## src/rtl/idm_pkg.sv

```systemverilog
package idm_pkg;
  localparam int BYTE_W  = 8;
  localparam int ADDR_W  = 8;
  localparam int BANK_W  = 2;
  localparam int POS_W   = 3;
  localparam logic [ADDR_W-1:0] BIT_RAM_BASE = 8'h20;

  typedef enum logic [1:0] {
    ACC_REG = 2'b00,
    ACC_DIR = 2'b01,
    ACC_IND = 2'b10,
    ACC_BIT = 2'b11
  } acc_e;

  // working register n in bank b
  function automatic logic [ADDR_W-1:0] reg_byte(input logic [BANK_W-1:0] bank,
                                                  input logic [POS_W-1:0] n);
    return {{(ADDR_W-BANK_W-POS_W){1'b0}}, bank, n};
  endfunction

  // byte holding a given bit address
  function automatic logic [ADDR_W-1:0] bit_byte(input logic [ADDR_W-1:0] ba);
    if (ba[ADDR_W-1])
      return {ba[ADDR_W-1:POS_W], {POS_W{1'b0}}};
    else
      return BIT_RAM_BASE + {{(POS_W+1){1'b0}}, ba[ADDR_W-2:POS_W]};
  endfunction

  function automatic logic [BYTE_W-1:0] put_bit(input logic [BYTE_W-1:0] b,
                                                input logic [POS_W-1:0] p,
                                                input logic v);
    logic [BYTE_W-1:0] r;
    r    = b;
    r[p] = v;
    return r;
  endfunction
endpackage

```

## src/rtl/idm_decode.sv

```systemverilog
module idm_decode
  import idm_pkg::*;
(
  input  logic [1:0]        acc_type,
  input  logic [ADDR_W-1:0] addr,
  input  logic [BANK_W-1:0] bank_sel,
  output logic              to_sfr,
  output logic              is_bit,
  output logic [ADDR_W-1:0] byte_addr,
  output logic [POS_W-1:0]  bit_pos
);
  acc_e kind;
  assign kind = acc_e'(acc_type);

  always_comb begin
    to_sfr    = 1'b0;
    is_bit    = 1'b0;
    byte_addr = addr;
    bit_pos   = addr[POS_W-1:0];
    unique case (kind)
      ACC_REG: byte_addr = reg_byte(bank_sel, addr[POS_W-1:0]);
      ACC_DIR: to_sfr    = addr[ADDR_W-1];
      ACC_IND: to_sfr    = 1'b0;
      ACC_BIT: begin
        is_bit    = 1'b1;
        to_sfr    = addr[ADDR_W-1];
        byte_addr = bit_byte(addr);
      end
      default: to_sfr = 1'b0;
    endcase
  end
endmodule

```

## src/rtl/idm_ram.sv

```systemverilog
module idm_ram #(
  parameter int AW = 8,
  parameter int DW = 8
) (
  input  logic          clk,
  input  logic          we,
  input  logic [AW-1:0] waddr,
  input  logic [DW-1:0] wdata,
  input  logic          re,
  input  logic [AW-1:0] raddr,
  output logic [DW-1:0] q
);
  localparam int DEPTH = 1 << AW;
  logic [DW-1:0] mem [DEPTH];

  always_ff @(posedge clk) begin
    if (we) mem[waddr] <= wdata;
    if (re) q <= mem[raddr];
  end
endmodule

```

## src/rtl/idm_seq.sv

```systemverilog
module idm_seq
  import idm_pkg::*;
#(
  parameter int AW = ADDR_W,
  parameter int DW = BYTE_W,
  parameter int PW = POS_W
) (
  input  logic          clk,
  input  logic          rst_n,
  input  logic          rd_req,
  input  logic          wr_req,
  input  logic          is_bit,
  input  logic          to_sfr,
  input  logic [AW-1:0] byte_addr,
  input  logic [PW-1:0] bit_pos,
  input  logic          wbit,
  input  logic [DW-1:0] ram_q,
  input  logic [DW-1:0] sfr_rdata,
  output logic          ready,
  output logic          accept,
  output logic          clearing,
  output logic [AW-1:0] clr_idx,
  output logic          rmw,
  output logic [AW-1:0] ctx_addr,
  output logic          ctx_sfr,
  output logic [DW-1:0] new_byte,
  output logic          rd_valid,
  output logic [DW-1:0] rd_data,
  output logic          rd_bit
);
  localparam int DEPTH = 1 << AW;
  localparam logic [AW-1:0] LAST = AW'(DEPTH - 1);

  typedef enum logic [1:0] {S_CLEAR, S_RUN, S_RMW} st_e;
  st_e state_q;

  logic [PW-1:0] ctx_pos_q;
  logic          ctx_wbit_q;
  logic          rdv_q;
  logic [DW-1:0] got_byte;
  logic          start_rmw;

  assign ready     = (state_q == S_RUN);
  assign clearing  = (state_q == S_CLEAR);
  assign rmw       = (state_q == S_RMW);
  assign accept    = ready && (rd_req || wr_req);
  assign start_rmw = accept && wr_req && is_bit;

  always_ff @(posedge clk or negedge rst_n) begin
    if (!rst_n) begin
      state_q    <= S_CLEAR;
      clr_idx    <= '0;
      ctx_addr   <= '0;
      ctx_pos_q  <= '0;
      ctx_sfr    <= 1'b0;
      ctx_wbit_q <= 1'b0;
      rdv_q      <= 1'b0;
    end else begin
      unique case (state_q)
        S_CLEAR: begin
          clr_idx <= clr_idx + 1'b1;
          if (clr_idx == LAST) state_q <= S_RUN;
        end
        S_RUN:   if (start_rmw) state_q <= S_RMW;
        S_RMW:   state_q <= S_RUN;
        default: state_q <= S_CLEAR;
      endcase
      rdv_q <= accept && !wr_req;
      if (accept) begin
        ctx_addr   <= byte_addr;
        ctx_pos_q  <= bit_pos;
        ctx_sfr    <= to_sfr;
        ctx_wbit_q <= wbit;
      end
    end
  end

  assign got_byte = ctx_sfr ? sfr_rdata : ram_q;
  assign new_byte = put_bit(got_byte, ctx_pos_q, ctx_wbit_q);
  assign rd_valid = rdv_q;
  assign rd_data  = got_byte;
  assign rd_bit   = got_byte[ctx_pos_q];

  // a bit write stalls for one cycle, then the unit is open again
  a_r10_stall_starts: assert property (@(posedge clk) disable iff (!rst_n)
    start_rmw |=> !ready);
  a_r10_stall_ends: assert property (@(posedge clk) disable iff (!rst_n)
    rmw |=> ready);
  // rd_valid follows an accepted read by one cycle and only then
  a_r9_valid_follows: assert property (@(posedge clk) disable iff (!rst_n)
    (accept && !wr_req) |=> rd_valid);
  a_r9_no_spurious: assert property (@(posedge clk) disable iff (!rst_n)
    !(accept && !wr_req) |=> !rd_valid);
  // the clear sweep ends only after the last address
  a_r1_sweep_complete: assert property (@(posedge clk) disable iff (!rst_n)
    $fell(clearing) |-> ($past(clr_idx) == LAST));
endmodule

```

## src/rtl/idm_unit.sv

```systemverilog
module idm_unit
  import idm_pkg::*;
(
  input  logic        clk,
  input  logic        rst_n,
  input  logic        rd_req,
  input  logic        wr_req,
  input  logic [1:0]  acc_type,
  input  logic [7:0]  addr,
  input  logic [7:0]  wdata,
  input  logic        wbit,
  input  logic [1:0]  bank_sel,
  output logic        ready,
  output logic        rd_valid,
  output logic [7:0]  rd_data,
  output logic        rd_bit,
  output logic [7:0]  sfr_addr,
  output logic        sfr_rd,
  output logic        sfr_wr,
  output logic [7:0]  sfr_wdata,
  input  logic [7:0]  sfr_rdata
);
  logic              to_sfr, is_bit;
  logic [ADDR_W-1:0] byte_addr;
  logic [POS_W-1:0]  bit_pos;
  logic              accept, clearing, rmw, ctx_sfr;
  logic [ADDR_W-1:0] clr_idx, ctx_addr;
  logic [BYTE_W-1:0] new_byte, ram_q;
  logic              ram_we, byte_wr;
  logic [ADDR_W-1:0] ram_waddr;
  logic [BYTE_W-1:0] ram_wdata;

  idm_decode u_dec (
    .acc_type (acc_type),
    .addr     (addr),
    .bank_sel (bank_sel),
    .to_sfr   (to_sfr),
    .is_bit   (is_bit),
    .byte_addr(byte_addr),
    .bit_pos  (bit_pos)
  );

  idm_seq #(.AW(ADDR_W), .DW(BYTE_W), .PW(POS_W)) u_seq (
    .clk      (clk),
    .rst_n    (rst_n),
    .rd_req   (rd_req),
    .wr_req   (wr_req),
    .is_bit   (is_bit),
    .to_sfr   (to_sfr),
    .byte_addr(byte_addr),
    .bit_pos  (bit_pos),
    .wbit     (wbit),
    .ram_q    (ram_q),
    .sfr_rdata(sfr_rdata),
    .ready    (ready),
    .accept   (accept),
    .clearing (clearing),
    .clr_idx  (clr_idx),
    .rmw      (rmw),
    .ctx_addr (ctx_addr),
    .ctx_sfr  (ctx_sfr),
    .new_byte (new_byte),
    .rd_valid (rd_valid),
    .rd_data  (rd_data),
    .rd_bit   (rd_bit)
  );

  assign byte_wr   = accept && wr_req && !is_bit;
  assign ram_we    = clearing || (byte_wr && !to_sfr) || (rmw && !ctx_sfr);
  assign ram_waddr = clearing ? clr_idx : (rmw ? ctx_addr : byte_addr);
  assign ram_wdata = clearing ? '0 : (rmw ? new_byte : wdata);

  idm_ram #(.AW(ADDR_W), .DW(BYTE_W)) u_ram (
    .clk  (clk),
    .we   (ram_we),
    .waddr(ram_waddr),
    .wdata(ram_wdata),
    .re   (accept),
    .raddr(byte_addr),
    .q    (ram_q)
  );

  assign sfr_rd    = accept && to_sfr && (!wr_req || is_bit);
  assign sfr_wr    = (byte_wr && to_sfr) || (rmw && ctx_sfr);
  assign sfr_addr  = rmw ? ctx_addr : byte_addr;
  assign sfr_wdata = rmw ? new_byte : wdata;

  // indirect requests never touch the port
  a_r5_indirect_no_port: assert property (@(posedge clk) disable iff (!rst_n)
    (accept && acc_type == ACC_IND) |-> (!sfr_rd && !sfr_wr));
  // direct upper-half writes never write RAM
  a_r6_direct_upper_no_ram: assert property (@(posedge clk) disable iff (!rst_n)
    (accept && wr_req && acc_type == ACC_DIR && addr[7]) |-> !ram_we);
  // upper bit addresses reach an eight-aligned port register
  a_r7_bit_port_aligned: assert property (@(posedge clk) disable iff (!rst_n)
    (accept && acc_type == ACC_BIT && addr[7]) |-> (sfr_rd && sfr_addr[2:0] == 3'b000));
  // the write-back cycle writes exactly one store
  a_r8_one_writeback: assert property (@(posedge clk) disable iff (!rst_n)
    rmw |-> ($countones({ram_we, sfr_wr}) == 1));
  // register writes stay in the bank area
  a_r3_reg_in_banks: assert property (@(posedge clk) disable iff (!rst_n)
    (accept && wr_req && acc_type == ACC_REG) |-> (ram_we && ram_waddr[7:5] == 3'b000));
endmodule

```

## config.mk

```make
export PLATFORM = sky130hd
export DESIGN_NAME = idm_unit
export DESIGN_NICKNAME = d
export VERILOG_FILES = /design/src/rtl/idm_pkg.sv /design/src/rtl/idm_decode.sv /design/src/rtl/idm_ram.sv /design/src/rtl/idm_seq.sv /design/src/rtl/idm_unit.sv
export SDC_FILE = /design/constraint.sdc
export NUM_CORES = 2
export LEC_CHECK = 0
export ABC_AREA = 1
export BUFFER_PORTS_ARGS = -buffer_cell sky130_fd_sc_hd__buf_2
export CORE_MARGIN = 1
export CORE_UTILIZATION = 45
export CTS_CLUSTER_SIZE = 10
export DETAILED_ROUTE_END_ITERATION = 10
export GPL_ROUTABILITY_DRIVEN = 0
export PLACE_DENSITY = 0.73
export SLEW_MARGIN = 20
export SYNTH_ARGS = -nofsm -noshare
export SYNTH_HDL_FRONTEND = slang
export SYNTH_SLANG_ARGS = --single-unit
```

## constraint.sdc

```tcl
create_clock -name clk -period 7.97 [get_ports clk]
set_input_delay 0 -clock clk [delete_from_list [all_inputs] [get_ports clk]]
set_output_delay 0 -clock clk [all_outputs]
set_load 0.005 [all_outputs]
```

### After elaboration in Yosys (flattened, before gate mapping)

Memories as Yosys holds them, arrays and structs flattened. A register that Yosys moved wholly into a read port is not among the register bits.
Cells that the tools add are included.
Widths: inputs -> output; s select.

* flip-flop bits (word level): 24
* memory bits (writable): 2048
* input port bits: 33
* output and inout port bits: 29
* logic and storage cells: 63
* memories kept: 1

* $add $sub $neg: 2
* order comparisons: 2
* eq/ne operators: 7
* multiplexer cells: 19
* reductions and logical operators: 25

Memories
* u_ram.mem: depth 256, width 8, rd ports 1, clocked after memory_dff 1, write ports 1, line idm_ram.sv:14 `logic [DW-1:0] mem [DEPTH];`

Operator list (number)
* $mux 8: 6
* $pmux 8 s2: 1
* $logic_and 1x1->1: 12
* $add 8x1->8 const B: 1
* $bwmux 8: 1
* $eq 8x8->1 const B: 1
* $add 6x4->7 const A: 1
* $mux 1: 6
* $pmux 2 s3: 1
* $logic_or 1x1->1: 5
* $eq 2x1->1 const B: 2
* $eq 2x2->1 const B: 2
* $logic_not 1->1: 4
* $logic_not 2->1: 2
* $lt 3x4->1 const B: 1
* $mux 2: 2
* $bmux 1 s3: 1
* $demux 1 s3: 1
* $ge 3x1->1 const B: 1
* $ne 2x1->1 const B: 1
* $ne 2x2->1 const B: 1
* $reduce_and 2->1: 1
* $reduce_or 2->1: 1

### Depth between registers and ports, before layout

* depth in word-level cells: 9
* gate-level depth with buffers: 19
* gate-level depth less buffers: 16

### By module

A second synthesis with hierarchy kept.

* cells, all modules: 7337
* area total of the unflattened synthesis: 85537.0 sq um

By module, submodules not included
* idm_ram: times used 1, cells an instance 7003, area each 83476.3 sq um, sequential area each 61739.2 sq um
* idm_seq: times used 1, cells an instance 180, area each 1308.8 sq um, sequential area each 600.6 sq um
* idm_unit: times used 1, cells an instance 114, area each 513.0 sq um, sequential area each 0.0 sq um
* idm_decode: times used 1, cells an instance 40, area each 239.0 sq um, sequential area each 0.0 sq um

### Worst setup path before layout

No wires, ideal clock.

* path type: reg2reg
* from: register u_seq.state_q[0]
* to: memory u_ram.mem[0][5] (data pin)
* setup time: 1.391 ns
* data arrival time: 7.352 ns
* required time: 6.579 ns
* setup slack: -0.773 ns
* stages on the path, launching flop included: 8
* path buffers: 2
* period minus slack after synthesis: 8.743 ns
* path through: dfrtp_1 -> nor2_1 -> clkbuf_1 -> buf_1 -> nor2_1 -> a31oi_1 -> inv_1 -> nor2_1

* cells in the longest elaborated chain, start to end: 3
* elaborated cells between the ends (all ways): 4
* those cells by class: eq/ne: 1; mux: 2; reduce/logical: 1

Ends and longest elaborated chain
* start: declaration: line idm_seq.sv:35 `st_e state_q;`
* start signal: assignment: line idm_seq.sv:51 `state_q <= S_CLEAR;`
* start signal: assignment: line idm_seq.sv:62 `if (clr_idx == LAST) state_q <= S_RUN;`
* start signal: assignment: line idm_seq.sv:64 `S_RUN: if (start_rmw) state_q <= S_RMW;`
* $eq 2x2->1: line idm_seq.sv:45 `assign rmw = (state_q == S_RMW);`
* $mux 8
* net sfr_wdata[5]: line idm_unit.sv:20 `output logic [7:0] sfr_wdata,`
* $mux 8: line idm_unit.sv:71 `assign ram_wdata = clearing ? '0 : (rmw ? new_byte : wdata);`
* net ram_wdata[5]: line idm_unit.sv:31 `logic [BYTE_W-1:0] ram_wdata;`
* end: declaration: line idm_ram.sv:14

The timed path passes the listed nets, and every way through them passes these cells.

### Worst setup path after layout

* from: input port acc_type[0]
* to: register u_ram.q[7], read port of u_ram.mem (data pin)

* cells in the longest elaborated chain, start to end: 2
* elaborated cells between the ends (all ways): 3
* those cells by class: eq/ne: 1; mux: 1; reduce/logical: 1

Ends and longest elaborated chain
* start: declaration: line idm_unit.sv:8 `input logic [1:0] acc_type,`
* $eq 2x2->1 / $logic_not 2->1 (equally long branches)
* $pmux 8 s2 (*): line idm_decode.sv:20 `unique case (kind)`
* end: declaration: line idm_ram.sv:11 `output logic [DW-1:0] q`

Every way passes the cells marked *; elsewhere a longest branch is shown, timed or not.
A chain may end at the register's enable or synchronous reset.

==> impl_metrics.yaml <==
status:
  status: "finished clean"
pwr:
  swShare: 0.286
  pwr-share-seq: 0.492
  leakage_uw: 0.0369
  p_int_uw: 19200
  p_per_area_nw_per_um2: 271
  p_comb_frac: 0.165
  power_frac_clock: 0.343
  ir_drop_mv: 0.271
  power.total_uw: 26900
  netSwitchingPower_uw: 7670
floorplan:
  die_x_um: 450
  start_util: 0.455
  rows: 163
  core-area_sq_um: 198000
  die_h_um: 450
  die-area_sq_um: 202000
  ios: 62
grt:
  antenna_found_initial: 5
  grt_pass1_vias: 59263
  grt_max_degree: 256
  grt_overflow: 0
  grt_usage: 0.233
  grt_pass1_wl_um: 362000
route:
  ant_nets: 0
  drt_wl_total_um: 241000
  routed_via_density: 5.74
  drt_iter0_markers: 8802
  routedWlPerCell_um: 22.4
  dr_total_vias: 61771
  drtPass1Iterations: 9
  drcViolationCount: 0
min_path:
  holdPathStages: 6
  hp-class: "primary input to flip-flop"
sta:
  fmax_mhz: 183
  fin_ws_ps: 2490
  fin_skew_ps: 40.2
  setup-violations-final: 0
  rsz0062_at_grt: "false"
  slew_violations: 0
  period_share: 0.687
  finalCriticalPeriod_ps: 5480
  setup_tns_ps: 0
  worst_slew_pin_slew_ps: 1280
  relSlewSlack: 0.141
  hold_viol: 0
  timing.hold.ws_ps: 55.9
final_layout:
  drive_gt1_frac: 0.0562
  area_growth_pct: 9.93
  finalInstanceArea_sq_um: 99200
  final_cell_mix: "edfxtp_1, nand2_1, nand3_1"
  finalNetCount: 8101
  final_common_cell: "edfxtp_1"
place:
  io_buffers: 61
  hpwl_um: 132000
  dp_slack_ps: 2370
  placed_cell_area_sq_um: 92700
flow_run:
  maxCapViolCount: 0
synth:
  avgSynthCellArea_sq_um: 11.0
  syn_nets: 8241
  yosysWarnings: 0
  ys_seq_area_frac: 0.691
  ys_seq_elements: 2080
  netlist_area_sq_um: 90200
  syn_inst: 8204
  netlist-cell-type-count: 35
clocking:
  cts_tree: "yes"
  clk_pin_slew_worst_paths_ps: 60
  htree_levels: 4
  root_buffer: "clkbuf_16"
  cts_buffers: 228
  clkSinkCount: 2080
  clk_path_buf_depth: 3
  post-cts-setup-buffer-count: 0
  post_cts_resized: 0
  cts_hold_buffers: 29
  clk_latency_ps: 860
worst_setup_path:
  cp-end-kind: "flip-flop"
  crit_fanout: 200
  slowest_delay_ps: 810
  crit_slowest_cell: "buf_4"
  start_kind: "primary input"
  path_cells: "dlygate4sd3_1, buf_2, inv_1, ha_1, nor2_2, nand2_8, nand2_8, buf_12, buf_4, nand2_1, nand3_1, nand3_1, nand3_1, nand3_1, nand3_1, nand3_1, nand3_1, nand2_1"
  required_ps: 8540
  cp.arrival_ps: 6050
  crit_type: "primary input to flip-flop"
  crit_top_cell: "nand3_1"
  reg2reg_depth: 7
[Yosys cell counts, drive strengths merged]
cell type / n / area (sq um)
a31oi: 9 / 62.6
nand2: 2025 / 7610
a32oi: 3 / 26.3
dfrtp: 24 / 601
clkbuf: 294 / 1100
ha: 4 / 50.1
nand4: 1 / 6.26
buf: 248 / 1130
xor2: 6 / 52.6
o211ai: 112 / 841
o21ai: 203 / 1030
inv: 862 / 3240
nand3: 1540 / 7710
edfxtp: 2056 / 61700
a22oi: 2 / 15.0
nor4: 2 / 12.5
nor2: 301 / 1170
or2: 1 / 6.26
nor3: 10 / 60.1
o22ai: 1 / 6.26
nand3b: 496 / 3720
a41oi: 1 / 8.76
a21oi: 3 / 18.8
[logic make-up (layout without fill, tap and decap cells)]
kind of cell,count (synthesis),in the layout,share of synthesized area
simple gates,4376,4376,0.225
compound gates,334,334,0.0222
other cells,0,5,0
fa+ha+maj,4,4,0.000555
xor+xnor,6,6,0.000582
buf+inv,1404,1321,0.0607
flops,2080,2080,0.691
[power by group through the flow]
stage / clock network (uW) / logic [uW] / registers, uW
floorplan: 0 / 2300 / 13600
global placement: 0 / 4230 / 13400
detailed placement: 0 / 4310 / 13400
CTS: 9270 / 4340 / 13200
global route: 9650 / 4670 / 13200
finish: 9220 / 4420 / 13200
[metrics by stage]
step	util	cells
3_3_place_gp	0.467	10445
3_5_place_dp	0.467	10445
5_1_grt	0.500	10761
2_1_floorplan	-	8204
6_report	0.500	10766
4_1_cts	0.500	10761
[critical path: cells and delay by family]
family	cells	cell delay, ps
simple gates	12	3130
buf+inv	5	2180
fa+ha+maj	1	400
[path summary, 6_finish.rpt]
path,from,endpoint,slack [ps]
max,acc_type[0],u_ram.q[7],2490
min,wdata[7],u_ram.mem[61][7],60
max reg2reg,u_seq.state_q[0],u_ram.mem[83][2],3180
min reg2reg,u_seq.ctx_addr[2],u_seq.ctx_addr[2],490
max in group asynchronous,rst_n,u_seq.clr_idx[6],7610
min in group asynchronous,rst_n,u_seq.ctx_addr[2],190
[flip-flops by register name, summed over array words and instances (netlist names)]
register and flops:
u_seq.clr_idx 8, u_ram.q 8, u_seq.state_q 2, u_seq.ctx_pos_q 3, u_ram.mem 2048, u_seq.ctx_wbit_q 1
u_seq.ctx_addr 8, u_seq.rd_valid 1, u_seq.ctx_sfr 1
[final cells by class]
type,instances,area (sq um)
Antenna cell,5,12.5
Multi-Input combinational cell,4720,22600
Fill cell,16811,99100
Timing Repair Buffer,172,1450
Sequential cell,2080,62300
Clock buffer,275,6010
Clock inverter,12,189
Inverter,862,3250
Tap cell,2640,3300
[layer usage]
layer	global-route usage	share of wire
met2	0.370	0.47
met5	0	0.00060
met4	0.105	0.045
met3	0.0441	0.10
met1	0.311	0.38
Power figures use the tool's default switching activity.
